### config.mk
export PLATFORM = sky130hd
export DESIGN_NAME = cla_adder32
export DESIGN_NICKNAME = d
export VERILOG_FILES = /design/src/rtl/cla_pkg.sv /design/src/rtl/cla_lookahead.sv /design/src/rtl/cla_slice.sv /design/src/rtl/cla_section.sv /design/src/rtl/cla_adder32.sv
export SDC_FILE = /design/constraint.sdc
export NUM_CORES = 1
export LEC_CHECK = 0
export BUFFER_PORTS_ARGS = -buffer_cell sky130_fd_sc_hd__buf_2
export CAP_MARGIN = 20
export CORE_ASPECT_RATIO = 2
export CORE_MARGIN = 3
export CORE_UTILIZATION = 44
export DETAILED_ROUTE_END_ITERATION = 10
export PLACE_DENSITY = 0.94
export SLEW_MARGIN = 5
export SYNTH_ARGS = -nofsm -noshare
export SYNTH_HDL_FRONTEND = slang
export SYNTH_SLANG_ARGS = --single-unit
### constraint.sdc
create_clock -name vclk -period 3.15
set_input_delay 0.315 -clock vclk [all_inputs]
set_output_delay 0.315 -clock vclk [all_outputs]
set_load 0.01 [all_outputs]
### src/rtl/cla_pkg.sv
// Package: shared sizing for the two-level lookahead adder.
// Assumes the datapath width divides evenly into sections and slices.
package cla_pkg;
    localparam int unsigned SLICE_BITS      = 4;   // bits per PG slice
    localparam int unsigned SLICES_PER_SECT = 4;   // slices per lookahead unit
    localparam int unsigned SECT_BITS       = SLICE_BITS * SLICES_PER_SECT;
endpackage

### src/rtl/cla_lookahead.sv
// Module: cla_lookahead
// Forms the carry into every position of a group from per-position
// propagate/generate terms and a group carry-in, as flat sums of products
// (no rippling). Output index k is the carry into position k; index N is
// the carry out of the group. Assumes N is small (a handful of positions).
module cla_lookahead #(
    parameter int unsigned N = 4
) (
    input  logic [N-1:0] prop_i,
    input  logic [N-1:0] gen_i,
    input  logic         cin_i,
    output logic [N:0]   carry_o
);

    // Build every carry as an OR of product terms taken directly from the inputs.
    always_comb begin
        logic acc;
        logic term;
        carry_o[0] = cin_i;
        for (int k = 1; k <= N; k++) begin
            acc = 1'b0;
            for (int j = 0; j < k; j++) begin
                term = gen_i[j];
                for (int m = j + 1; m < k; m++) begin
                    term = term & prop_i[m];
                end
                acc = acc | term;
            end
            term = cin_i;
            for (int m = 0; m < k; m++) begin
                term = term & prop_i[m];
            end
            carry_o[k] = acc | term;
        end
    end

    // Check each output carry against the local generate/propagate/kill rule.
    always_comb begin
        for (int k = 1; k <= N; k++) begin
            if (gen_i[k-1]) begin
                p_carry_gen_r4: assert (carry_o[k])
                    else $error("lookahead: generate at %0d did not yield carry", k-1);
            end
            if (!gen_i[k-1] && !prop_i[k-1]) begin
                p_carry_kill_r6: assert (!carry_o[k])
                    else $error("lookahead: kill at %0d still yields carry", k-1);
            end
            if (prop_i[k-1] && !gen_i[k-1]) begin
                p_carry_pass_r3: assert (carry_o[k] == carry_o[k-1])
                    else $error("lookahead: propagate at %0d did not pass carry", k-1);
            end
        end
    end

endmodule

### src/rtl/cla_slice.sv
// Module: cla_slice
// A W-bit adder slice. It makes bit propagate/generate terms, takes its
// internal carries by lookahead from the slice carry-in, and reports a
// group propagate and generate for the level above. Assumes its carry-in
// is produced by that level.
module cla_slice #(
    parameter int unsigned W = cla_pkg::SLICE_BITS
) (
    input  logic [W-1:0] a_i,
    input  logic [W-1:0] b_i,
    input  logic         cin_i,
    output logic [W-1:0] sum_o,
    output logic         grp_p_o,
    output logic         grp_g_o
);

    logic [W-1:0] bit_p;
    logic [W-1:0] bit_g;
    logic [W:0]   bit_c;

    // Per-bit propagate and generate.
    always_comb begin
        bit_p = a_i ^ b_i;
        bit_g = a_i & b_i;
    end

    cla_lookahead #(.N(W)) u_bit_la (
        .prop_i  (bit_p),
        .gen_i   (bit_g),
        .cin_i   (cin_i),
        .carry_o (bit_c)
    );

    // Sum bits from propagate and the carry into each bit.
    always_comb begin
        sum_o = bit_p ^ bit_c[W-1:0];
    end

    // Group terms: all bits propagate, or some bit generates and every bit above it propagates.
    always_comb begin
        logic term;
        grp_p_o = &bit_p;
        grp_g_o = 1'b0;
        for (int j = 0; j < W; j++) begin
            term = bit_g[j];
            for (int m = j + 1; m < W; m++) begin
                term = term & bit_p[m];
            end
            grp_g_o = grp_g_o | term;
        end
    end

    // The group terms must agree with the carry that the bit lookahead gives out of the top.
    always_comb begin
        p_grp_consistent_r3: assert ((grp_g_o | (grp_p_o & cin_i)) == bit_c[W])
            else $error("slice: group terms disagree with top carry");
    end

endmodule

### src/rtl/cla_section.sv
// Module: cla_section
// One lookahead section: S slices of W bits under one lookahead unit.
// Slice k receives the unit's carry k; the section carry-out is the
// unit's top carry. Assumes the section carry-in is already settled.
module cla_section #(
    parameter int unsigned W = cla_pkg::SLICE_BITS,
    parameter int unsigned S = cla_pkg::SLICES_PER_SECT
) (
    input  logic [W*S-1:0] a_i,
    input  logic [W*S-1:0] b_i,
    input  logic           cin_i,
    output logic [W*S-1:0] sum_o,
    output logic           cout_o
);

    localparam int unsigned SW = W * S;

    logic [S-1:0] grp_p;
    logic [S-1:0] grp_g;
    logic [S:0]   sl_c;

    cla_lookahead #(.N(S)) u_grp_la (
        .prop_i  (grp_p),
        .gen_i   (grp_g),
        .cin_i   (cin_i),
        .carry_o (sl_c)
    );

    for (genvar s = 0; s < S; s++) begin : g_slice
        cla_slice #(.W(W)) u_slice (
            .a_i     (a_i[s*W +: W]),
            .b_i     (b_i[s*W +: W]),
            .cin_i   (sl_c[s]),
            .sum_o   (sum_o[s*W +: W]),
            .grp_p_o (grp_p[s]),
            .grp_g_o (grp_g[s])
        );
    end

    // Section carry-out is the unit's top carry.
    always_comb begin
        cout_o = sl_c[S];
    end

    // The section as a whole must add correctly.
    always_comb begin
        p_section_sum_r5: assert ({cout_o, sum_o} ==
                ({1'b0, a_i} + {1'b0, b_i} + {{SW{1'b0}}, cin_i}))
            else $error("section: result mismatch");
    end

endmodule

### src/rtl/cla_adder32.sv
// Module: cla_adder32
// Top of the two-level lookahead adder. It chains lookahead sections end
// to end; the carry passes from one section to the next only at their
// boundary. Purely combinational. Assumes WIDTH is a multiple of the
// section width.
module cla_adder32 #(
    parameter int unsigned WIDTH = 32
) (
    input  logic [WIDTH-1:0] a,
    input  logic [WIDTH-1:0] b,
    input  logic             cin,
    output logic [WIDTH-1:0] sum,
    output logic             cout
);

    localparam int unsigned SW    = cla_pkg::SECT_BITS;
    localparam int unsigned NSECT = WIDTH / SW;

    logic [NSECT:0] sect_c;

    // Carry into the first section comes from outside.
    always_comb begin
        sect_c[0] = cin;
    end

    for (genvar k = 0; k < NSECT; k++) begin : g_sect
        cla_section #(
            .W (cla_pkg::SLICE_BITS),
            .S (cla_pkg::SLICES_PER_SECT)
        ) u_sect (
            .a_i    (a[k*SW +: SW]),
            .b_i    (b[k*SW +: SW]),
            .cin_i  (sect_c[k]),
            .sum_o  (sum[k*SW +: SW]),
            .cout_o (sect_c[k+1])
        );
    end

    // External carry-out comes from the last section.
    always_comb begin
        cout = sect_c[NSECT];
    end

    // End-to-end result checks for the whole adder.
    always_comb begin
        logic [WIDTH:0] full;
        full = {1'b0, a} + {1'b0, b} + {{WIDTH{1'b0}}, cin};
        p_sum_r1: assert (sum == full[WIDTH-1:0])
            else $error("adder: sum mismatch");
        p_cout_r2: assert (cout == full[WIDTH])
            else $error("adder: carry-out mismatch");
    end

endmodule

; ---- Word-level counts from Yosys, hierarchy flattened
; Index checks and enable logic that the tools add are counted.
; Widths: inputs -> output; s select.
[op_classes]
reduce_logical = 8
bitwise_logic = 208
[ops]
columns = op, count
row1 = $and 1x1->1, 92
row2 = $or 1x1->1, 92
row3 = $xor 4x4->4, 16
row4 = $and 4x4->4, 8
row5 = $reduce_and 4->1, 8
[totals]
regBits = 0
inputBits = 65
word_cells = 216

; ---- Longest topological paths before layout
; Gate-level depths: netlist of the first run.
[logic_depth]
word_depth = 23
mapped_depth = 13
depth_no_buf = 13

; ---- By module
; Synthesis of the first run repeated with hierarchy kept, for this count alone.
[unflattened]
hier_cells = 164
hier_area_um2 = 1363.8
[modules_own_cells]
columns = mod, area_each_um2, seq_area_each_um2, cells_each, instances
row1 = cla_slice, 112.6, 0.0, 13, 8
row2 = cla_lookahead, 46.3, 0.0, 6, 10

; ---- Least setup slack after synthesis of the first run
; Ideal clock, no wire load.
[synth_path]
kind = input to output
from = input a[0]
to = output sum[27]
arrival_ns = 2.670
path_stages = 13
path_buffers = 0
setup_slack_ns = 0.165
cell_sequence = ha_1 -> a21oi_1 -> nor2_1 -> o31a_1 -> or3_4 -> nor3_2 -> o21ai_0 -> a21o_1 -> ha_1 -> o21a_1 -> nor2_1 -> o21ba_2 -> xnor2_1
[synth_via]
elab_chain_len = 22
word_cells_on_any_way = 28
cone_classes = 27 x bitwise / 1 x reduce/logical
[synth_lines]
columns = element, line
row1 = from (decl), cla_adder32.sv:9  ; input logic [WIDTH-1:0] a,
row2 = $and 4x4->4, cla_slice.sv:24  ; bit_g = a_i & b_i;
row3 = $and 1x1->1 (2 in series), cla_slice.sv:47  ; term = term & bit_p[m];
row4 = $and 1x1->1, -
row5 = $or 1x1->1 (3 in series), -
row6 = $and 1x1->1 (3 in series), cla_lookahead.sv:25  ; term = term & prop_i[m];
row7 = $or 1x1->1 (3 in series), cla_lookahead.sv:27  ; acc = acc | term;
row8 = $or 1x1->1 (*), cla_lookahead.sv:33  ; carry_o[k] = acc | term;
row9 = $and 1x1->1 (*) (2 in series), cla_lookahead.sv:31  ; term = term & prop_i[m];
row10 = $or 1x1->1 (*), cla_lookahead.sv:33
row11 = $and 1x1->1 (*) (3 in series), cla_lookahead.sv:31
row12 = $or 1x1->1 (*), cla_lookahead.sv:33
row13 = $xor 4x4->4 (*), cla_slice.sv:36  ; sum_o = bit_p ^ bit_c[W-1:0];
row14 = to (decl), cla_adder32.sv:12  ; output logic [WIDTH-1:0] sum,
; Every way passes the cells marked *; elsewhere a longest branch is shown, timed or not.

; ---- Worst setup path after layout of the first run
[layout_path]
from = input b[0]
to = output sum[27]
[layout_via]
elab_chain_len = 22
word_cells_on_any_way = 28
cone_classes = 27 x bitwise / 1 x reduce/logical
[layout_lines]
columns = element, line
row1 = from (decl), cla_adder32.sv:10  ; input logic [WIDTH-1:0] b,
row2 = $and 4x4->4, cla_slice.sv:24
row3 = $and 1x1->1 (2 in series), cla_slice.sv:47
row4 = $and 1x1->1, -
row5 = $or 1x1->1 (3 in series), -
row6 = $and 1x1->1 (3 in series), cla_lookahead.sv:25
row7 = $or 1x1->1 (3 in series), cla_lookahead.sv:27
row8 = $or 1x1->1 (*), cla_lookahead.sv:33
row9 = $and 1x1->1 (*) (2 in series), cla_lookahead.sv:31
row10 = $or 1x1->1 (*), cla_lookahead.sv:33
row11 = $and 1x1->1 (*) (3 in series), cla_lookahead.sv:31
row12 = $or 1x1->1 (*), cla_lookahead.sv:33
row13 = $xor 4x4->4 (*), cla_slice.sv:36
; Marked as above.

==> results of run 1 <==
[metal layers]
metal	global-route usage (%)	vias up
li1	-	836
met1	20.16	737
met2	47.77	95
met3	4.034	10
met4	4.800	0
met5	0	-
[final timing paths]
| check | cells past startpoint | start | to |
|---|---|---|---|
| max | 15 | b[0] | sum[27] |
| min | 3 | b[4] | sum[4] |
[kinds of logic (layout without fill, tap and decap cells)]
group / after synthesis / in the layout / synth area share, %
simple gates: 49 / 49 / 16.86
buf+inv: 7 / 120 / 1.915
fa+ha+maj: 48 / 48 / 48.13
compound gates: 46 / 46 / 22.24
xor+xnor: 17 / 17 / 10.85
[repair_timing]
| item | CTS | global route |
|---|---|---|
| pin swaps | 18 | 7 |
| hold buffers | 0 | 0 |
| endpoints found under the setup margin | 11 | 12 |
| setup buffers | 2 | 2 |
| resized for setup | 19 | 14 |
| endpoints found under the hold margin | 0 | 0 |
[layout make-up]
class	count	area share [%]
tap	30	1.714
inverter	7	1.200
timing repair buffer	113	28.29
multi-input combinational	160	68.80
[cells in the mapped netlist (2+ instances only)]
cell type and n:
ha_1 40, nor2_1 23, o21a_1 17, a21oi_1 13
xnor2_1 10, nor3_1 9, fa_1 8, inv_1 7
xor2_1 7, nand4_1 6, o21ai_0 6, nand2_1 5
a21o_1 4, nand3_1 2
[where the power goes]
group | switching (mW) | internal (mW) | leakage (nW)
Sequential | 0 | 0 | 0
Clock | 0 | 0 | 0
Combinational | 0.259 | 0.251 | 1.13
[cell usage in the layout, fill, tap and decap left out, types with 2 or more instances in the layout]
master,Yosys,routed
a21o_1,4,4
a21oi_1,13,8
a21oi_2,0,4
buf_2,0,96
buf_4,0,15
fa_1,8,6
fa_2,0,2
ha_1,40,32
ha_2,0,2
ha_4,0,6
inv_1,7,7
nand2_1,5,5
nand4_1,6,6
nor2_1,23,20
nor2_2,0,3
nor3_1,9,9
o21a_1,17,17
o21ai_0,6,3
o21ai_1,0,2
xnor2_1,10,8
xnor2_2,0,2
xor2_1,7,7
==> flow_summary.json, run 1 <==
{
  "io_pins": 98,
  "seq_area_um2": 0,
  "via_per_inst": 5.413,
  "relSlewSlack_pct": 72.36,
  "fill_cells": 217,
  "violations": "negative setup slack",
  "die_x_um": 45.50,
  "core_area_mm2": 0.002978,
  "row_count": 28,
  "drtAntennaViolNets": 0,
  "slowest_stage": "or3_4",
  "fin_crit_ns": 3.238,
  "grt_overflow": 0,
  "setup_violations": 3,
  "setup.worst_path.start_class": "input port",
  "syn_inst": 167,
  "clkbuf_count": 0,
  "seq_cells": 0,
  "end_kind": "primary output",
  "synth_fp_nets": 280,
  "drcViolationCount": 0,
  "met1_length_um": 1412,
  "critical_path.top_delay_family": "compound AO/OA/AOI/OAI gates",
  "worst_slack_ns": -0.08845,
  "fin_nets": 395,
  "hold_path.class": "in -> out",
  "yosys-top-cells-area": "ha_1, fa_1, o21a_1, xnor2_1, nor2_1",
  "place_area_mm2": 0.001983,
  "diodes": 0,
  "seq_area_frac_synth_pct": 0,
  "route.met3.wl_um": 392,
  "worstPathRequired_ns": 2.83,
  "multi_input_area_mm2": 0.001506,
  "pre_cts_ws_ns": -0.2552,
  "antenna_found_initial": 0,
  "ys_warn_count": 0,
  "maxCapViolCount": 0,
  "initial_core_util_pct": 46.09,
  "syn_area_mm2": 0.001373,
  "die_y_um": 84.99,
  "cp_data_arrival_time_ns": 2.92,
  "status": "complete, but fails checks",
  "crit_buf_inv": 2,
  "synth.top_cell.area_share_pct": 36.46,
  "p_total_uw": 509.6,
  "finalMaxSlewViolations": 0,
  "avgSynthCellArea_um2": 8.219,
  "fin_area_mm2": 0.002190,
  "post-dp-hpwl_um": 3766,
  "fmax_mhz": 308.8,
  "syn_to_final_growth_pct": 59.53,
  "num_vias": 1678,
  "worstSetupPathType": "in -> out",
  "io_buffers": 98,
  "drive_above_1_share_pct": 49.64,
  "hold_ws_ns": 1.012,
  "dp_cells": 306,
  "top_layer": "met4",
  "grt_pass1_vias": 1805,
  "synth_top_cell_by_area": "ha_1",
  "rsz0062_at_grt": "yes",
  "path_max_fanout": 3,
  "gp_congestion": 0.7915,
  "worst_slew_pin_slew_ns": 0.4118,
  "post-route-period-util_pct": 102.8,
  "p_leak_nw": 1.130,
  "post_drt_wl_per_cell_um": 14.34,
  "met2_length_um": 2554,
  "grt_max_degree": 6,
  "slowest_delay_ns": 0.40,
  "fin_cells": 310,
  "first_iter_violations": 8,
  "final_util_pct": 73.53,
  "drtPass1Iterations": 4,
  "path_cells": "buf_8 -> ha_4 -> a21oi_4 -> nor2_2 -> o31a_1 -> or3_4 -> nor3_4 -> o21ai_1 -> a21o_1 -> ha_2 -> o21a_1 -> nor2_2 -> o21ba_4 -> xnor2_2 -> buf_2",
  "fin_setup_tns_ns": -0.2033,
  "hold_violations": 0,
  "ir_drop_mv": 0.1356,
  "power_density_mw_per_mm2": 232.8,
  "path_common_cell": "nor2_2",
  "routed_wl_um": 4445,
  "fp.dieArea_mm2": 0.003866,
  "gr-usage-all-layers_pct": 23.00,
  "synth_cell_types": 24,
  "grt_pass1_wl_um": 7072
}
(Power assumes the default switching activity.)
==> run 2, diff against run 1 <==
- GPL_TIMING_DRIVEN: unset -> 0
==> flow_summary.json, run 2 (synthesized netlist as in run 1, its figures left out) <==
{
  "status": "complete, but fails checks",
  "violations": "negative setup slack",
  "path_max_fanout": 3,
  "fin_crit_ns": 3.231,
  "rsz0062_at_grt": "yes",
  "p_leak_nw": 1.117,
  "gr-usage-met2_pct": 45.35,
  "setup_violations": 4,
  "routed_wl_um": 4368,
  "holdPathStages": 3,
  "antenna_found_initial": 0,
  "fin_setup_tns_ns": -0.1762,
  "crit_buf_inv": 4,
  "fin_cells": 306,
  "post-dp-hpwl_um": 3595,
  "diodes": 0,
  "initial_core_util_pct": 46.09,
  "power_density_mw_per_mm2": 231.6,
  "worst_slew_pin_slew_ns": 0.3634,
  "io_buffers": 98,
  "drive_above_1_share_pct": 50.00,
  "finalMaxSlewViolations": 0,
  "dp_cells": 295,
  "drtAntennaViolNets": 0,
  "end_kind": "primary output",
  "syn_to_final_growth_pct": 58.89,
  "first_iter_violations": 18,
  "worst_slack_ns": -0.08069,
  "setup.worst_path.start_class": "input port",
  "grt_overflow": 0,
  "row_count": 28,
  "gp_congestion": 0.7400,
  "fin_area_mm2": 0.002181,
  "gr-usage-all-layers_pct": 22.30,
  "grtUsageMet1_pct": 20.65,
  "path_common_cell": "buf_4",
  "final_util_pct": 73.24,
  "slowest_stage": "or3_4",
  "grt_pass1_vias": 1778,
  "fp.dieArea_mm2": 0.003866,
  "drcViolationCount": 0,
  "io_pins": 98,
  "worstPathRequired_ns": 2.83,
  "pre_cts_ws_ns": -0.3476,
  "gr-usage-met3_pct": 3.397,
  "startpoint": "b[0]",
  "core_area_mm2": 0.002978,
  "critical_path.top_delay_family": "compound AO/OA/AOI/OAI gates",
  "num_vias": 1663,
  "drtPass1Iterations": 2,
  "seq_area_um2": 0,
  "post-route-period-util_pct": 102.6,
  "die_y_um": 84.99,
  "ir_drop_mv": 0.1252,
  "hold_ws_ns": 1.008,
  "slowest_delay_ns": 0.41,
  "maxCapViolCount": 0,
  "post_drt_wl_per_cell_um": 14.27,
  "fmax_mhz": 309.5,
  "die_x_um": 45.50,
  "via_per_inst": 5.435,
  "hold_violations": 0,
  "cp_data_arrival_time_ns": 2.92,
  "mostFrequentLayoutCell": "buf_2",
  "path_cells": "buf_8 -> ha_4 -> a21oi_4 -> nor2_2 -> o31a_1 -> or3_4 -> nor3_4 -> o31ai_2 -> o21a_1 -> buf_4 -> buf_4 -> fa_1 -> xor2_1 -> buf_2",
  "whs_endpoint": "sum[28]",
  "relSlewSlack_pct": 75.61,
  "hold_path.class": "in -> out",
  "p_total_uw": 505.0,
  "grt_max_degree": 6,
  "grt_pass1_wl_um": 6934,
  "place_area_mm2": 0.001901,
  "seq_cells": 0,
  "fin_nets": 391,
  "layout_common_cells": "buf_2, ha_1, nor2_1",
  "worstSetupPathType": "in -> out",
  "grt.busiest_layer": "met2",
  "clkbuf_count": 0,
  "hold_buffers": 0,
  "hold_start": "b[28]"
}
[run 2: changes by cell type in the layout (fill, tap and decap cells not counted), sizes merged]
cell	delta
buf	-4
[run 2: where the power goes]
group,total (mW),internal (mW),switching (mW)
logic,0.505,0.247,0.258
registers,0,0,0
clock network,0,0,0
[run 2: area by class of cell]
type / instances / area (µm²)
fillers: 214 / 797.0
inverters: 7 / 26.28
multi-input cells: 160 / 1521
well taps: 30 / 37.54
repair buffers: 109 / 595.6
[run 2: metal layers]
layer | share of wire (%) | up-vias | wire length, µm
met5 | 0 | - | 0
met4 | 1.7 | 0 | 74
met3 | 8.9 | 8 | 388
met2 | 57 | 89 | 2503
met1 | 32 | 736 | 1402
li1 | - | 830 | -
[run 2: repair_timing]
item                       4_1_cts  5_1_grt
setup buffers                   10        1
pin swaps                       19        6
gates resized for setup         19       21
setup endpoints to repair       10       15
[run 2: how the worst max path moves through the flow]
stage	slack, ns	depth (start not counted)	endpoint
after detailed placement	-0.35	15	sum[27]
after global placement	-0.30	15	sum[27]
after CTS	-0.12	15	sum[31]
after floorplan	0.16	13	sum[27]
final	-0.08	14	sum[29]
after global routing	-0.16	15	sum[31]
